`config.mk`:
```
export PLATFORM = sky130hd
export DESIGN_NAME = rsq_retention_seq
export DESIGN_NICKNAME = d
export VERILOG_FILES = /design/src/rtl/rsq_pkg.sv /design/src/rtl/rsq_ms_counter.sv /design/src/rtl/rsq_select_drive.sv /design/src/rtl/rsq_fsm.sv /design/src/rtl/rsq_retention_seq.sv
export SDC_FILE = /design/constraint.sdc
export NUM_CORES = 1
export LEC_CHECK = 0
export BUFFER_PORTS_ARGS = -buffer_cell sky130_fd_sc_hd__buf_2
export CORE_AREA = 2 2 39 41
export DETAILED_ROUTE_END_ITERATION = 8
export DIE_AREA = 0 0 41 43
export GPL_TIMING_DRIVEN = 1
export PLACE_DENSITY = 0.57
export SLEW_MARGIN = 20
export SYNTH_ARGS = -nofsm -noshare
export SYNTH_HDL_FRONTEND = slang
export SYNTH_SLANG_ARGS = --single-unit
export TNS_END_PERCENT = 1
```
`constraint.sdc`:
```
create_clock -name clk -period 1.3 [get_ports clk]
set_input_delay 0.13 -clock clk [delete_from_list [all_inputs] [get_ports clk]]
set_output_delay 0.13 -clock clk [all_outputs]
set_load 0.01 [all_outputs]
```
`src/rtl/rsq_pkg.sv`:
```
package rsq_pkg;

    typedef enum logic [1:0] {
        ST_ACTIVE  = 2'd0,
        ST_ENTER   = 2'd1,
        ST_RETAIN  = 2'd2,
        ST_RECOVER = 2'd3
    } rsq_state_e;

    typedef enum logic [1:0] {
        RET_BY_HI   = 2'd0,
        RET_BY_LO   = 2'd1,
        RET_BY_BYTE = 2'd2
    } rsq_method_e;

    typedef struct packed {
        logic       sel_hi;
        logic       sel_n;
        logic [1:0] byte_n;
    } rsq_sel_t;

    localparam rsq_sel_t SEL_ACCESS = '{sel_hi: 1'b1, sel_n: 1'b0, byte_n: 2'b00};

endpackage

```
`src/rtl/rsq_ms_counter.sv`:
```
module rsq_ms_counter #(
    parameter int LIMIT = 5
) (
    input  logic clk,
    input  logic rst_n,
    input  logic run,
    input  logic tick,
    output logic done
);
    localparam int CW = $clog2(LIMIT + 1);

    typedef struct packed {
        logic [CW-1:0] cnt;
    } cnt_regs_t;

    cnt_regs_t r_d, r_q;

    always_comb begin
        r_d  = r_q;
        done = 1'b0;
        if (!run) begin
            r_d.cnt = '0;
        end else if (tick) begin
            if (r_q.cnt == CW'(LIMIT)) begin
                done = 1'b1;
            end else begin
                r_d.cnt = r_q.cnt + 1'b1;
            end
        end
    end

    always_ff @(posedge clk or negedge rst_n) begin
        if (!rst_n) r_q <= '0;
        else        r_q <= r_d;
    end

    // the count never passes its limit
    p_cnt_bound_r2: assert property (@(posedge clk) disable iff (!rst_n)
        r_q.cnt <= CW'(LIMIT));

    // outside the recovery wait the count is held at zero
    p_cnt_clear_r8: assert property (@(posedge clk) disable iff (!rst_n)
        !run |=> r_q.cnt == '0);

endmodule

```
`src/rtl/rsq_select_drive.sv`:
```
module rsq_select_drive
    import rsq_pkg::*;
#(
    parameter rsq_method_e METHOD = RET_BY_HI
) (
    input  logic     hold,
    output rsq_sel_t sel
);
    rsq_sel_t ret_pat;

    generate
        if (METHOD == RET_BY_HI) begin : g_hi
            assign ret_pat = '{sel_hi: 1'b0, sel_n: 1'b1, byte_n: 2'b11};
        end else if (METHOD == RET_BY_LO) begin : g_lo
            // active-high select kept firmly at a rail while the low one deselects
            assign ret_pat = '{sel_hi: 1'b1, sel_n: 1'b1, byte_n: 2'b11};
        end else begin : g_byte
            assign ret_pat = '{sel_hi: 1'b1, sel_n: 1'b0, byte_n: 2'b11};
        end
    endgenerate

    always_comb begin
        sel = hold ? ret_pat : SEL_ACCESS;
    end

    always_comb begin
        assert (hold || sel.byte_n == 2'b00);
    end

endmodule

```
`src/rtl/rsq_fsm.sv`:
```
module rsq_fsm
    import rsq_pkg::*;
(
    input  logic       clk,
    input  logic       rst_n,
    input  logic       pd_req,
    input  logic       supply_ok,
    input  logic       ctrl_idle,
    input  logic       cnt_done,
    output rsq_state_e state,
    output logic       ret_flag,
    output logic       acc_flag
);
    typedef struct packed {
        rsq_state_e st;
        logic       ret;
        logic       acc;
    } fsm_regs_t;

    fsm_regs_t r_d, r_q;

    always_comb begin
        r_d = r_q;
        unique case (r_q.st)
            ST_ACTIVE: begin
                if (!supply_ok)                r_d.st = ST_ENTER;
                else if (pd_req && ctrl_idle)  r_d.st = ST_ENTER;
            end
            ST_ENTER: begin
                r_d.st = ST_RETAIN;
            end
            ST_RETAIN: begin
                if (supply_ok && !pd_req)      r_d.st = ST_RECOVER;
            end
            ST_RECOVER: begin
                if (!supply_ok)                r_d.st = ST_RETAIN;
                else if (cnt_done)             r_d.st = ST_ACTIVE;
            end
            default: r_d.st = ST_RECOVER;
        endcase
        r_d.ret = (r_d.st == ST_RETAIN);
        r_d.acc = (r_d.st == ST_ACTIVE);
    end

    always_ff @(posedge clk or negedge rst_n) begin
        if (!rst_n) begin
            r_q.st  <= ST_RECOVER;
            r_q.ret <= 1'b0;
            r_q.acc <= 1'b0;
        end else begin
            r_q <= r_d;
        end
    end

    assign state    = r_q.st;
    assign ret_flag = r_q.ret;
    assign acc_flag = r_q.acc;

    // a supply drop while active forces the entry step
    p_enter_on_drop_r5: assert property (@(posedge clk) disable iff (!rst_n)
        (r_q.st == ST_ACTIVE && !supply_ok) |=> r_q.st == ST_ENTER);

    // a request against a busy controller keeps accesses allowed
    p_defer_busy_r4: assert property (@(posedge clk) disable iff (!rst_n)
        (r_q.st == ST_ACTIVE && supply_ok && pd_req && !ctrl_idle) |=> r_q.acc);

    // accesses open only at the end of a complete recovery count
    p_open_after_count_r2: assert property (@(posedge clk) disable iff (!rst_n)
        $rose(r_q.acc) |-> $past(r_q.st == ST_RECOVER && cnt_done));

    // both flags never high together
    p_flags_exclusive_r10: assert property (@(posedge clk) disable iff (!rst_n)
        !(r_q.acc && r_q.ret));

endmodule

```
`src/rtl/rsq_retention_seq.sv`:
```
module rsq_retention_seq
    import rsq_pkg::*;
#(
    parameter rsq_method_e METHOD     = RET_BY_HI,
    parameter int          RECOVER_MS = 5
) (
    input  logic       clk,
    input  logic       rst_n,
    input  logic       pd_req,
    input  logic       supply_ok,
    input  logic       ms_tick,
    input  logic       ctrl_idle,
    output logic       ram_sel_hi,
    output logic       ram_sel_n,
    output logic [1:0] ram_byte_n,
    output logic       ret_active,
    output logic       access_ok
);
    rsq_state_e state;
    logic       cnt_done;
    logic       in_recover;
    logic       hold_sel;
    rsq_sel_t   sel;

    assign in_recover = (state == ST_RECOVER);
    assign hold_sel   = (state != ST_ACTIVE);

    rsq_fsm u_fsm (
        .clk       (clk),
        .rst_n     (rst_n),
        .pd_req    (pd_req),
        .supply_ok (supply_ok),
        .ctrl_idle (ctrl_idle),
        .cnt_done  (cnt_done),
        .state     (state),
        .ret_flag  (ret_active),
        .acc_flag  (access_ok)
    );

    rsq_ms_counter #(.LIMIT(RECOVER_MS)) u_cnt (
        .clk   (clk),
        .rst_n (rst_n),
        .run   (in_recover),
        .tick  (ms_tick),
        .done  (cnt_done)
    );

    rsq_select_drive #(.METHOD(METHOD)) u_sel (
        .hold (hold_sel),
        .sel  (sel)
    );

    assign ram_sel_hi = sel.sel_hi;
    assign ram_sel_n  = sel.sel_n;
    assign ram_byte_n = sel.byte_n;

    // the deselect pattern is already on the pins when the flag rises
    p_sel_before_flag_r3: assert property (@(posedge clk) disable iff (!rst_n)
        $rose(ret_active) |-> ($past(ram_byte_n) == 2'b11 && !$past(access_ok)));

    // accesses allowed only with the access pattern
    p_access_pattern_r9: assert property (@(posedge clk) disable iff (!rst_n)
        access_ok |-> (ram_byte_n == 2'b00 && ram_sel_hi && !ram_sel_n));

    // retention holds while the supply is down
    p_retain_hold_r6: assert property (@(posedge clk) disable iff (!rst_n)
        (ret_active && !supply_ok) |=> ret_active);

    // a supply loss in the recovery wait returns to retention
    p_recover_abort_r7: assert property (@(posedge clk) disable iff (!rst_n)
        (!access_ok && !ret_active && ram_byte_n == 2'b11 && !supply_ok
         && $past(!access_ok && !ret_active)) |=> ret_active);

endmodule

```
[Word level (Yosys, flattened, before mapping)]
Cells that the tools add are included.
Word-level totals
  output and inout port bits: 6
  bits of input ports: 6
  register bits after elaboration: 7
  logic and storage cells: 32
Operators by class
  multiplexer cells: 13
  add/subtract/negate cells: 1
  reductions and logical operators: 7
  eq/ne operators: 7
Operators with widths (count)
  $mux W2: 5
  $mux W3: 3
  $pmux W2 S4: 1
  $eq A2 B2 Y1 const B: 3
  $logic_not A2 Y1: 2
  $mux W4: 1
  $ne A2 B2 Y1 const B: 2
  $add A3 B1 Y3 const B: 1
  $eq A3 B3 Y1 const B: 1
  $mux W1: 3
  $eq A2 B1 Y1 const B: 1
  $logic_and A1 B1 Y1: 2
  $reduce_and A2 Y1: 1
  $reduce_bool A2 Y1: 1
  $logic_not A1 Y1: 1

[Longest topological paths before layout]
  depth after elaboration: 8
  gate-level depth with buffers: 5
  mapped depth without buffers: 5

[Modules after synthesis]
Synthesis repeated with hierarchy kept, for this count alone.
Second synthesis, totals
  cells, all modules: 38
  area, all modules: 411.6 um^2
Modules (own cells, without submodules)
  rsq_ms_counter: area an instance 192.7 um^2, times used 1, sequential area each 75.1 um^2, cells each 17
  rsq_fsm: area an instance 178.9 um^2, times used 1, sequential area each 102.6 um^2, cells each 15
  rsq_select_drive: area an instance 26.3 um^2, times used 1, sequential area each 0.0 um^2, cells each 4
  rsq_retention_seq: area an instance 13.8 um^2, times used 1, sequential area each 0.0 um^2, cells each 2

[Worst setup path after synthesis]
No wires, ideal clock.
  path kind: register to register
  from: register u_cnt.r_q[0] (netlist name)
  to: register u_cnt.r_q[1] (netlist name)
  buffers on the path: 0
  library setup time: 0.073 ns
  required time: 1.227 ns
  period minus slack after synthesis: 1.162 ns
  cell stages (with the launch flop): 5
  setup slack: 0.138 ns
  arrival time: 1.090 ns
  cells stage by stage: dfrtp_1 > ha_1 > a21boi_2 > mux2i_1 > nor2b_1
On the way
  cells in the longest elaborated chain, start to end: 4
  elaborated cells between the ends (all ways): 7
  classes of those cells: 1 x add/sub; 2 x eq/ne; 3 x mux; 1 x reduce/logical
RTL lines
  start, declared: RTL line rsq_ms_counter.sv:16  | cnt_regs_t r_d, r_q;
  start signal, assigned: RTL line rsq_ms_counter.sv:34  | else r_q <= r_d;
  $add A3 B1 Y3: RTL line rsq_ms_counter.sv:27  | r_d.cnt = r_q.cnt + 1'b1;
  $mux W3: RTL line rsq_ms_counter.sv:24  | if (r_q.cnt == CW'(LIMIT)) begin
  $mux W3: RTL line rsq_ms_counter.sv:23  | end else if (tick) begin
  $mux W3: RTL line rsq_ms_counter.sv:21  | if (!run) begin
Parallel ways exist; a longest one is shown, timed or not. The select of a mux whose other input is x is not followed.
A chain may end at the register's enable or synchronous reset.

[Worst setup path after layout]
Ends and elaborated chain as after synthesis.

==> summary.md <==
| Metric | Value |
|---|---|
| Status | `finished clean` |
| Area share of fa/ha/maj cells after synthesis | `0.0667` |
| CP startpoint kind | `flop` |
| Minimum clock period | `1240 ps` |
| Xor and xnor area share after synthesis | `0.0233` |
| Area delta synth->final | `27.7%` |
| CTS tree | `yes` |
| CP max-delay cell | `dfrtp_1` |
| Synth Area in Simple Gates | `0.177` |
| Largest family of logic cells by synthesized area | `simple AND/OR/NAND/NOR gates` |
| Clk slew on worst S/H paths | `60 ps` |
| Library cells used by synthesis | `25` |
| Rel. slew slack | `0.830` |
| Diode count | `0` |
| Remaining Overflow, GRT | `0` |
| Crit end category | `flop` |
| First-iteration detailed-routing DRC count | `5` |
| VDD IR-drop max | `0.676 mV` |
| Die ar. | `0.00176 mm²` |
| HPWL after detailed placement | `492 µm` |
| RSZ-0062 raised after global routing | `no` |
| Synth Register Bits | `7` |
| Kind of critical path | `reg2reg` |
| CTS Sinks | `7` |
| Worst reg-to-reg setup slack | `60 ps` |
| CP required | `1480 ps` |
| Leak | `0.218 nW` |
| Initial core utilization | `0.271` |
| CTS H-tree lvls | `1` |
| WL per Instance | `10.5 µm` |
| CP Launch Point | `u_cnt.r_q[0]` |
| Worst r2r dst | `u_cnt.r_q[1]` |
| Post-synth EDFFs | `0` |
| Final Power | `489 µW` |
| FP Rows | `14` |
| Post-CTS sizing | `0` |
| Prevailing post-synth register cell | `dfrtp_1` |
| First-pass GRT wire length | `1030 µm` |
| Initial antenna violation count | `0` |
| Top Ports | `12` |
| TritonCTS Buffers | `3` |
| Core Region | `0.00138 mm²` |
| Most frequent cells in the layout | `buf_2, dfrtp_1, clkbuf_4` |
| Post-route DRC | `0` |
| Synthesized area per cell | `11.4 µm²` |
| Synth warn | `0` |
| Crit Path Max Fanout | `3` |
| Setup TNS | `0 ps` |
| Ys async rst share | `1.00` |
| Routability congestion estimate | `0.718` |
| Layout Skew | `7.73 ps` |
| Setup-failing EPs final | `0` |
| Fmax | `809 MHz` |
| Skew-Pair Late Insertion Delay | `260 ps` |
| Nets | `57` |
| Reg2reg path depth | `4` |
| Die Wd | `41 µm` |
| Clk buf depth | `2` |
| Compound-Gate Fraction of Synth Area | `0.173` |
| HP Start | `supply_ok` |
| Critical Path End | `u_cnt.r_q[1]` |
| Chip height | `43 µm` |
| Final hold vios | `0` |
| GRT Overall Usage | `0.0981` |
| Commonest non-fill, non-tap cell in the layout | `buf_2` |
| Worst Max-Slew Pin Slew | `254 ps` |
| Pin count of the biggest net entering global routing | `8` |
| Via count | `294` |
| Met3 usage | `0.0838` |
| Drt total wl | `670 µm` |
| Cell Pwr Density | `1020 mW/mm²` |
| Mapped Cells | `33` |
| Post-Syn Area | `375 µm²` |
| Number of routed nets with antenna violations | `0` |
| Synthesized net count | `41` |
| Slew Viols, Final | `0` |
| Busiest grt layer | `met2` |
| Critical path, cell by cell | `ha_1 -> a21boi_2 -> mux2i_1 -> nor2b_1` |
| Max Cap Violations | `0` |
| Port Buf Inserts | `11` |
| Met2 GRT Util | `0.122` |
| Crit path arrival time | `1420 ps` |
| GRT met1 Usage | `0.0987` |
| Crit share post-route | `0.950` |
| Share of layout cells above drive strength 1 | `0.500` |
| Crit-path max cell delay | `400 ps` |
| Drt first pass iters | `2` |
| Hold WC Path Type | `in2reg` |
| Worst reg2reg startpoint | `u_cnt.r_q[0]` |
| Root buffer cell | `clkbuf_4` |
| Vias per cell | `4.59` |
| Register area share after synthesis | `0.473` |
| Vias in the first global route | `258` |
| Mux cell area share after synthesis | `0.0267` |
[kinds of logic after synthesis]
family                     Yosys count
and+or+nand+nor                     10
muxes                                1
DFF                                  7
xor gates and xnor gates             1
buffers and inverters                4
AOI/OAI and AO/OA                    8
adders and majority gates            2
[report_power, final]
group | internal, mW | leakage (nW) | switching [mW]
Sequential | 0.228 | 0.0868 | 0.00654
Combinational | 0.0257 | 0.116 | 0.0253
Clock | 0.118 | 0.0150 | 0.0854
[cell type report]
class,instances,area (µm²)
Fill cell,145,905
Sequential cell,7,178
Multi-Input combinational cell,22,175
Timing Repair Buffer,13,72.6
Clock buffer,4,26.3
Tap cell,16,20.0
Inverter,2,7.51
[synthesized netlist by cell type, drive strengths merged (2+ instances only)]
library cell | n | area (µm²)
a21boi | 2 | 18.8
a21oi | 2 | 13.8
a31oi | 2 | 12.5
buf | 2 | 15.0
dfrtp | 5 | 125
dfstp | 2 | 52.6
ha | 2 | 25.0
inv | 2 | 7.50
nor2 | 2 | 10.0
nor2b | 2 | 15.0
[registers in the layout (all words and copies together), names as in the netlist]
| signal | cells |
|---|---|
| u_cnt.r_q | 3 |
| u_fsm.acc_flag | 1 |
| u_fsm.ret_flag | 1 |
| u_fsm.state | 2 |
[metrics by stage]
step                cell area (µm²)  worst slack, ps  cells  hold slack [ps]  utilization
floorplan                       375              138     33             -166            -
global placement                435             81.0     58            -25.5        0.315
detailed placement              435             74.8     58            -26.1        0.315
CTS                             472             24.7     63             76.1        0.341
global route                    479             5.45     64             88.5        0.346
finish                          479             64.6     64             85.0        0.346
[worst max-delay path, delay by kind of cell, from the launching register on]
family	cells	cell delay [ps]
fa+ha+maj	1	250
flops	1	400
compound gates	1	200
simple gates	1	140
mux	1	190
[routing by layer]
metal / routed length, µm / share of wire
met5: 0 / 0
met4: 8 / 0.012
met3: 78 / 0.12
met2: 277 / 0.41
met1: 304 / 0.45
[how the worst min path moves through the flow]
| stage | to | slack (ps) | cells after the start |
|---|---|---|---|
| final | u_fsm.state[1] | 90 | 2 |
| after global routing | u_fsm.state[1] | 90 | 2 |
| after floorplan | u_cnt.r_q[0] | -170 | 0 |
| after global placement | u_fsm.acc_flag | -30 | 1 |
| after CTS | u_fsm.state[1] | 80 | 2 |
| after detailed placement | u_fsm.acc_flag | -30 | 1 |
[timing repair]
action | 4_1_cts | 5_1_grt
hold buffers | 1 | 0
buffers inserted | 0 | 1
endpoints found under the setup margin | 0 | 3
hold endpoints to repair | 7 | 0
(Power assumes the default switching activity.)
